### src/rtl/hsg_pkg.sv
package hsg_pkg;
    localparam int OFS_W  = 11;
    localparam int BYTE_W = 8;
    localparam int HI_W   = OFS_W - BYTE_W;

    typedef logic [OFS_W-1:0]  pos_t;
    typedef logic [BYTE_W-1:0] byte_t;

    typedef enum logic [1:0] {
        STD_525    = 2'b00,
        STD_525_SQ = 2'b01,
        STD_625    = 2'b10,
        STD_RSV    = 2'b11
    } std_e;

    typedef enum logic [1:0] {
        M_IDLE,
        M_FF,
        M_Z1,
        M_Z2
    } match_e;

    typedef struct packed {
        pos_t lead;
        pos_t trail;
    } edges_t;

    localparam int LEN_525    = 1716;
    localparam int LEN_525_SQ = 1560;
    localparam int LEN_625    = 1728;

    localparam byte_t ADR_HIGH   = 8'h34;
    localparam byte_t ADR_LEAD   = 8'h35;
    localparam byte_t ADR_TRAIL  = 8'h36;
    localparam byte_t ADR_POL    = 8'h37;

    localparam pos_t  LEAD_RST   = pos_t'(2);
    localparam pos_t  TRAIL_RST  = pos_t'(0);
    localparam int    XY_EAV_BIT = 4;
    localparam int    POL_BIT    = 7;

    function automatic pos_t line_len(std_e s);
        case (s)
            STD_525_SQ: return pos_t'(LEN_525_SQ);
            STD_625:    return pos_t'(LEN_625);
            default:    return pos_t'(LEN_525);
        endcase
    endfunction

    // Offsets never exceed 2^OFS_W - 1 < 2 * shortest line, so one subtract suffices.
    function automatic pos_t wrap_ofs(pos_t v, pos_t len);
        return (v >= len) ? pos_t'(v - len) : v;
    endfunction
endpackage

### src/rtl/hsg_eav_match.sv
module hsg_eav_match
    import hsg_pkg::*;
(
    input  logic  clk,
    input  logic  rst,
    input  byte_t bus_byte,
    output logic  eav_hit
);
    match_e st_q, st_d;
    logic   is_ff, is_zero;

    assign is_ff   = (bus_byte == 8'hFF);
    assign is_zero = (bus_byte == 8'h00);

    always_comb begin
        eav_hit = 1'b0;
        st_d    = M_IDLE;
        case (st_q)
            M_IDLE: st_d = is_ff ? M_FF : M_IDLE;
            M_FF:   st_d = is_zero ? M_Z1 : (is_ff ? M_FF : M_IDLE);
            M_Z1:   st_d = is_zero ? M_Z2 : (is_ff ? M_FF : M_IDLE);
            M_Z2: begin
                eav_hit = bus_byte[XY_EAV_BIT];
                st_d    = is_ff ? M_FF : M_IDLE;
            end
            default: st_d = M_IDLE;
        endcase
    end

    always_ff @(posedge clk) begin
        if (rst) st_q <= M_IDLE;
        else     st_q <= st_d;
    end
endmodule

### src/rtl/hsg_line_ctr.sv
module hsg_line_ctr
    import hsg_pkg::*;
(
    input  logic       clk,
    input  logic       rst,
    input  logic [1:0] std_sel,
    input  logic       eav_hit,
    output pos_t       pix_count,
    output pos_t       len,
    output logic       restart
);
    pos_t pix_q;
    logic at_end;

    assign len       = line_len(std_e'(std_sel));
    assign at_end    = (pix_q >= len - 1'b1);
    assign restart   = eav_hit | at_end;
    assign pix_count = pix_q;

    always_ff @(posedge clk) begin
        if (rst)          pix_q <= '0;
        else if (restart) pix_q <= '0;
        else              pix_q <= pix_q + 1'b1;
    end
endmodule

### src/rtl/hsg_regs.sv
module hsg_regs
    import hsg_pkg::*;
(
    input  logic   clk,
    input  logic   rst,
    input  logic   wr_en,
    input  byte_t  wr_addr,
    input  byte_t  wr_data,
    input  logic   load,
    output edges_t act_edges,
    output logic   pol
);
    edges_t stage_q, act_q;
    logic   pol_q;

    always_ff @(posedge clk) begin
        if (rst) begin
            stage_q <= '{lead: LEAD_RST, trail: TRAIL_RST};
            act_q   <= '{lead: LEAD_RST, trail: TRAIL_RST};
            pol_q   <= 1'b0;
        end else begin
            if (load) act_q <= stage_q;
            if (wr_en) begin
                case (wr_addr)
                    ADR_HIGH: begin
                        stage_q.lead[OFS_W-1:BYTE_W]  <= wr_data[4+HI_W-1:4];
                        stage_q.trail[OFS_W-1:BYTE_W] <= wr_data[HI_W-1:0];
                    end
                    ADR_LEAD:  stage_q.lead[BYTE_W-1:0]  <= wr_data;
                    ADR_TRAIL: stage_q.trail[BYTE_W-1:0] <= wr_data;
                    ADR_POL:   pol_q <= wr_data[POL_BIT];
                    default: ;
                endcase
            end
        end
    end

    assign act_edges = act_q;
    assign pol       = pol_q;
endmodule

### src/rtl/hsg_window.sv
module hsg_window
    import hsg_pkg::*;
(
    input  pos_t   pix_count,
    input  pos_t   len,
    input  edges_t edges,
    input  logic   pol,
    output logic   hs_active,
    output logic   hs_out
);
    pos_t lead_m, trail_m;

    assign lead_m  = wrap_ofs(edges.lead, len);
    assign trail_m = wrap_ofs(edges.trail, len);

    always_comb begin
        if (lead_m == trail_m)
            hs_active = 1'b0;
        else if (lead_m < trail_m)
            hs_active = (pix_count >= lead_m) && (pix_count < trail_m);
        else
            hs_active = (pix_count >= lead_m) || (pix_count < trail_m);
    end

    assign hs_out = hs_active ^ pol;
endmodule

### src/rtl/hsync_gen.sv
module hsync_gen
    import hsg_pkg::*;
(
    input  logic        clk,
    input  logic        rst,
    input  logic [7:0]  bus_byte,
    input  logic [1:0]  std_sel,
    input  logic        wr_en,
    input  logic [7:0]  wr_addr,
    input  logic [7:0]  wr_data,
    output logic        hs_out,
    output logic [10:0] pix_count
);
    logic   eav_hit;
    logic   restart;
    logic   pol;
    logic   hs_active;
    pos_t   len;
    pos_t   pix_q;
    edges_t act_edges;

    hsg_eav_match u_match (
        .clk      (clk),
        .rst      (rst),
        .bus_byte (bus_byte),
        .eav_hit  (eav_hit)
    );

    hsg_line_ctr u_ctr (
        .clk       (clk),
        .rst       (rst),
        .std_sel   (std_sel),
        .eav_hit   (eav_hit),
        .pix_count (pix_q),
        .len       (len),
        .restart   (restart)
    );

    hsg_regs u_regs (
        .clk       (clk),
        .rst       (rst),
        .wr_en     (wr_en),
        .wr_addr   (wr_addr),
        .wr_data   (wr_data),
        .load      (restart),
        .act_edges (act_edges),
        .pol       (pol)
    );

    hsg_window u_win (
        .pix_count (pix_q),
        .len       (len),
        .edges     (act_edges),
        .pol       (pol),
        .hs_active (hs_active),
        .hs_out    (hs_out)
    );

    assign pix_count = pix_q;
endmodule

### config.mk
export PLATFORM = sky130hd
export DESIGN_NAME = hsync_gen
export DESIGN_NICKNAME = d
export VERILOG_FILES = /design/src/rtl/hsg_pkg.sv /design/src/rtl/hsg_eav_match.sv /design/src/rtl/hsg_line_ctr.sv /design/src/rtl/hsg_regs.sv /design/src/rtl/hsg_window.sv /design/src/rtl/hsync_gen.sv
export SDC_FILE = /design/constraint.sdc
export NUM_CORES = 1
export LEC_CHECK = 0
export BUFFER_PORTS_ARGS = -buffer_cell sky130_fd_sc_hd__buf_2
export CAP_MARGIN = 20
export CORE_MARGIN = 2
export CORE_UTILIZATION = 35
export CTS_CLUSTER_DIAMETER = 50
export DETAILED_ROUTE_END_ITERATION = 12
export PLACE_DENSITY_LB_ADDON = 0.08
export SYNTH_ARGS = -nofsm -noshare
export SYNTH_HDL_FRONTEND = slang
export SYNTH_SLANG_ARGS = --single-unit
### constraint.sdc
create_clock -name clk -period 4.85 [get_ports clk]
set_input_delay 0.7275 -clock clk [delete_from_list [all_inputs] [get_ports clk]]
set_output_delay 0.7275 -clock clk [all_outputs]
set_load 0.005 [all_outputs]
==> impl_metrics.csv, run 1 <==
group,metric,value,unit
timing,finalMaxSlewViolations,0,
die,design.die.area,12500,µm²
routing,post_drt_wl_per_cell,15.4,µm
power_and_ir_drop,finalPower,1.24,mW
synthesis,yosys_warnings,0,
timing,min_period,5050,ps
timing,finClkSkew,5.70,ps
synthesis,syn_avg_cell_area,8.90,µm²
timing,maxSlewHeadroom,45.1,%
hold_path,hp-class,"flip-flop to flip-flop",
placed_design,place.gp.congestion,0.826,
die,fp.dieH,112,µm
final_layout,layout_commonest_cell,"nor2_1",
final_layout,design_area,5420,µm²
timing,layout_setup_ws,-202,ps
routing,via_count,3508,
worst_setup_path,path_common_cell,"ha_4",
final_layout,fillers,1090,
routing,route.met2.wl,4.99,mm
global_route,grt_remaining_overflow,0,
synthesis,async_reset_ff_share,0,%
cts,clock_sinks,58,
final_layout,diodes,0,
timing,fmax,198,MHz
placed_design,placed_area,4770,µm²
final_layout,nets,639,
final_layout,regArea,1160,µm²
worst_setup_path,critical_path_class,"primary input to output port",
timing,rsz0062_at_grt,"true",
routing,drt_wl_total,10.8,mm
die,io_pins,41,
synthesis,ys_seq_elements,58,
final_layout,finish.utilization,47.7,%
timing,hold_viol,0,
worst_setup_path,critPathRequiredTime,4120,ps
worst_setup_path,worst_setup_path_start_kind,"primary input",
worst_setup_path,arrival,4320,ps
worst_setup_path,slowest_stage,"or3_4",
routing,drcViolationCount,0,
final_layout,drive_above_1_share,30.3,%
final_layout,syn_to_final_growth,33.0,%
cts,hold_buffers,0,
synthesis,synth_fp_nets,544,
cts,cts_buffer_depth,2,
synthesis,synthCells,458,
routing,vias_per_cell,5.01,
run,cap_viol_max_count,0,
global_route,grt_pass1_wl,17.8,mm
cts,cts_tree,"yes",
routing,drtIter0Drc,119,
routing,dr.pass1.iters,4,
cts,htree_levels,3,
die,core_area,11400,µm²
synthesis,yosysSeqAreaShare,28.5,%
worst_setup_path,rr_worst_depth,8,
power_and_ir_drop,vdd_drop_max,0.194,mV
cts,cts_made_buffers,9,
worst_setup_path,crit_path_end_kind,"output port",
final_layout,final_cell_mix,"nor2_1 (69), dfxtp_1 (58), buf_4 (53)",
placed_design,placed_cells,676,
cts,root_buffer,"clkbuf_16",
cts,clk_pin_slew_worst_paths,50,ps
placed_design,dpl_worst_slack,-514,ps
synthesis,synth_edf_count,0,
routing,ant_nets,0,
run_status,run_status,"complete, but fails checks",
power_and_ir_drop,leakage,2.29,nW
placed_design,port_buffers,40,
synthesis,synth_flop_cell,"dfxtp_1",
timing,period_share,104,%
timing,finalSetupTns,-202,ps
worst_setup_path,max_stage_delay,400,ps
routing,routed.top_layer,"met4",
worst_setup_path,worstPathMaxFanout,4,
global_route,grt_usage,18.1,%
global_route,grt_max_degree,47,
routing,wl_met3,261,µm
die,initial_utilization,35.9,%
synthesis,synth_cell_types,55,
hold_path,min_path_cells,2,
global_route,grt_pass1_vias,3526,
die,num_rows,39,
worst_setup_path,worstPathCellList,"buf_8, inv_4, ha_4, inv_4, ha_4, nand4_1, or3_4, o31ai_4, nor2_4, o31a_1, ha_4, nand4_1, or3_4, and3_4, o21a_1, mux2_4, nor4_2, buf_2",
die,die_w,112,µm
cts,clk_latency,330,ps
synthesis,netlist_area,4080,µm²
timing,setup_viol,1,
final_layout,finalNonFillerCells,700,
final_layout,multi_input_area,3040,µm²
run_status,violations,"negative setup slack",
global_route,antenna_found_initial,0,
timing,whs,475,ps
power_and_ir_drop,power_density,228,nW/µm²
placed_design,dp_hpwl,8.45,mm
timing,worst_pin_slew,824,ps
routing,wl_met1,5.35,mm
-- state kept, by name (all words and copies together) (netlist names) --
name / flops
u_regs.act_edges: 22
u_regs.stage_q: 22
u_ctr.pix_count: 11
u_match.st_q: 2
u_regs.pol: 1
-- repair_timing --
action / in CTS / in global routing
buffers inserted: 8 / 1
endpoints found under the hold margin: 0 / 0
gates resized for setup: 41 / 23
endpoints found under the setup margin: 1 / 1
pin swaps: 15 / 21
-- cell type report --
type / count / share of cell area (%)
clock buffer: 9 / 4.15
clock inverter: 6 / 1.08
inverter: 24 / 1.85
multi-input combinational: 363 / 56.0
sequential: 58 / 21.4
tap: 143 / 3.30
timing repair buffer: 97 / 12.2
-- worst max-delay path, delay by kind of cell --
kind / cells / cell delay, ps
AO/OA/AOI/OAI: 3 / 750
adder cells (fa/ha/maj): 3 / 860
buffers and inverters: 4 / 330
multiplexers: 1 / 260
AND/OR/NAND/NOR: 7 / 1400
-- synthesized netlist by cell type, types with 3 or more instances --
master,instances,area share [%]
a21o_1,5,0.92
a21oi_1,27,3.3
a31oi_1,6,0.92
and3_1,4,0.61
buf_4,3,0.55
clkbuf_1,6,0.55
dfxtp_1,58,28
ha_1,55,17
inv_1,23,2.1
mux2_2,5,1.4
mux2i_1,48,12
nand2_1,22,2.0
nand2b_1,6,0.92
nand3_1,8,0.98
nand4_1,8,1.2
nand4b_1,3,0.64
nor2_1,70,6.4
nor2b_1,6,0.92
nor3_1,3,0.37
nor3_4,4,1.6
nor4_1,3,0.46
o211ai_1,4,0.74
o21a_1,6,1.1
o21ai_0,16,2.0
or3_1,3,0.46
xnor2_1,10,2.1
xor2_1,10,2.1
-- cell families (layout without fill, tap and decap cells) --
| family | count (synthesis) | in the layout | synth area share [%] |
|---|---|---|---|
| simple gates | 149 | 149 | 18.7 |
| compound gates | 82 | 82 | 13.0 |
| flops | 58 | 58 | 28.5 |
| fa+ha+maj | 57 | 57 | 17.9 |
| mux | 54 | 54 | 13.5 |
| buf+inv | 37 | 136 | 4.11 |
| xor+xnor | 20 | 20 | 4.30 |
| other cells | 1 | 1 | 0.0920 |
-- per-layer routing --
layer,vias up,global-route usage (%)
li1,1831,-
met4,0,4.88
met2,34,29.7
met5,-,0
met3,15,4.35
met1,1628,23.8
-- path summary, 6_finish.rpt --
check,endpoint,start,slack (ps)
min reg2reg,u_regs.stage_q[12]$_SDFFE_PP1P_,u_regs.stage_q[12]$_SDFFE_PP1P_,470
max reg2reg,u_ctr.pix_count[10]$_SDFF_PP0_,u_ctr.pix_count[5]$_SDFF_PP0_,2400
max,hs_out,std_sel[0],-200
min,u_regs.stage_q[12]$_SDFFE_PP1P_,u_regs.stage_q[12]$_SDFFE_PP1P_,470
-- power breakdown --
part / total, mW / internal, mW / switching (mW)
sequential: 0.485 / 0.480 / 0.00549
combinational: 0.142 / 0.0698 / 0.0722
clock: 0.610 / 0.391 / 0.219
total: 1.24 / 0.940 / 0.297
Power figures use the tool's default switching activity.
==> run 2: changes to the inputs <==
SKIP_CTS_REPAIR_TIMING = 1   (was unset)
==> run 2 against run 1 <==
Compared with the run above: the flow still finishes with violations (negative setup slack); register-to-register slack is essentially flat; clock skew shrank 0.81 ps; combinational power is essentially flat; final cell count grew 0.14%; die area is the same; critical endpoint unchanged; largest cell class unchanged.
==> impl_metrics.csv, run 2 (same netlist as run 1, synthesis figures left out) <==
group,metric,value,unit
run_status,run_status,"complete, but fails checks",
run_status,violations,"negative setup slack",
timing,min_period,5140,ps
placed_design,port_buffers,40,
final_layout,syn_to_final_growth,33.3,%
worst_setup_path,slowest_stage,"or3_4",
power_and_ir_drop,power_density,227,nW/µm²
worst_setup_path,crit_path_end_kind,"output port",
placed_design,dpl_worst_slack,-514,ps
cts,cts_buffer_depth,2,
timing,fmax,194,MHz
die,die_w,112,µm
routing,dr.pass1.iters,4,
run,cap_viol_max_count,0,
routing,drcViolationCount,0,
worst_setup_path,worstPathMaxFanout,4,
power_and_ir_drop,vdd_drop_max,0.194,mV
global_route,grt_pass1_wl,17.4,mm
worst_setup_path,critical_path_class,"primary input to output port",
global_route,grt_remaining_overflow,0,
die,initial_utilization,35.9,%
placed_design,place.gp.congestion,0.826,
worst_setup_path,arrival,4410,ps
final_layout,drive_above_1_share,30.3,%
routing,vias_per_cell,4.99,
die,core_area,11400,µm²
timing,worst_pin_slew,814,ps
routing,ant_nets,0,
final_layout,finish.utilization,47.8,%
global_route,grt_usage,17.7,%
die,design.die.area,12500,µm²
hold_path,hp-class,"flip-flop to flip-flop",
timing,layout_setup_ws,-292,ps
worst_setup_path,max_stage_delay,410,ps
power_and_ir_drop,leakage,2.29,nW
routing,drtIter0Drc,125,
final_layout,diodes,0,
placed_design,dp_hpwl,8.45,mm
timing,finalMaxSlewViolations,0,
final_layout,final_cell_mix,"nor2_1 (69), dfxtp_1 (58), buf_4 (54)",
die,fp.dieH,112,µm
timing,maxSlewHeadroom,45.7,%
routing,via_count,3498,
die,io_pins,41,
global_route,antenna_found_initial,0,
timing,finClkSkew,4.89,ps
cts,root_buffer,"clkbuf_16",
cts,clk_pin_slew_worst_paths,50,ps
global_route,grt_pass1_vias,3397,
worst_setup_path,worst_setup_path_start_kind,"primary input",
timing,rsz0062_at_grt,"true",
worst_setup_path,critPathRequiredTime,4120,ps
routing,post_drt_wl_per_cell,15.5,µm
cts,cts_tree,"yes",
cts,htree_levels,3,
global_route,grt_max_degree,47,
cts,clock_sinks,58,
timing,hold_viol,0,
timing,setup_viol,1,
worst_setup_path,path_common_cell,"ha_4",
final_layout,nets,640,
worst_setup_path,worstPathCellList,"buf_8, inv_6, buf_6, ha_4, inv_6, ha_4, nand4_1, or3_4, o31ai_4, nor2_4, o31a_1, ha_4, nand4_1, or3_4, and3_4, o21a_1, mux2_4, nor4_2, buf_2",
routing,drt_wl_total,10.8,mm
timing,finalSetupTns,-292,ps
cts,clk_latency,330,ps
final_layout,layout_commonest_cell,"nor2_1",
cts,cts_made_buffers,9,
die,num_rows,39,
timing,period_share,106,%
-- run 2: cell count changes in the layout (fill, tap and decap cells not counted), sizes merged --
cell / delta
buf: +1
-- run 2: worst max-delay path: cells and delay by family --
| kind | cells | cell delay (ps) |
|---|---|---|
| AOI/OAI and AO/OA | 3 | 760 |
| muxes | 1 | 260 |
| and+or+nand+nor | 7 | 1530 |
| adders and majority gates | 3 | 710 |
| buffers and inverters | 5 | 440 |
-- run 2: final timing paths --
check                                                     start                               to  slack, ps  cells after the start
worst max-delay path                                 std_sel[0]                           hs_out       -290                     19
worst min-delay path            u_regs.stage_q[12]$_SDFFE_PP1P_  u_regs.stage_q[12]$_SDFFE_PP1P_        470                      2
worst max register to register    u_ctr.pix_count[5]$_SDFF_PP0_   u_ctr.pix_count[10]$_SDFF_PP0_       2410                      8
worst min register to register  u_regs.stage_q[12]$_SDFFE_PP1P_  u_regs.stage_q[12]$_SDFFE_PP1P_        470                      2
-- run 2: metal layers --
metal	GRT usage (%)	vias to the layer above	wire [µm]
met4	4.47	0	168
met2	28.7	44	5070
met1	23.7	1610	5300
met5	0	-	0
li1	-	1828	-
met3	4.25	16	310
-- run 2: report_power, final --
group          switching (mW)  total (mW)  internal [mW]
clock                   0.219       0.610          0.391
combinational          0.0721       0.141         0.0687
sequential            0.00538       0.485          0.480
-- run 2: cell type report --
type	instances	area (µm²)
multi-input cells	363	3040
fillers	1095	5930
well taps	143	179
clock buffers	9	225
repair buffers	98	667
clock inverters	6	58.8
inverters	24	105
flip-flops and latches	58	1160
-- run 2: stage by stage --
stage / hold WS [ps] / power (mW) / instance area, µm² / instances
2_1_floorplan: 441 / 0.561 / 4110 / 458
3_3_place_gp: 458 / 0.616 / 4770 / 676
3_5_place_dp: 469 / 0.618 / 4770 / 676
4_1_cts: 482 / 1.23 / 5050 / 691
5_1_grt: 513 / 1.29 / 5440 / 701
6_report: 475 / 1.24 / 5440 / 701
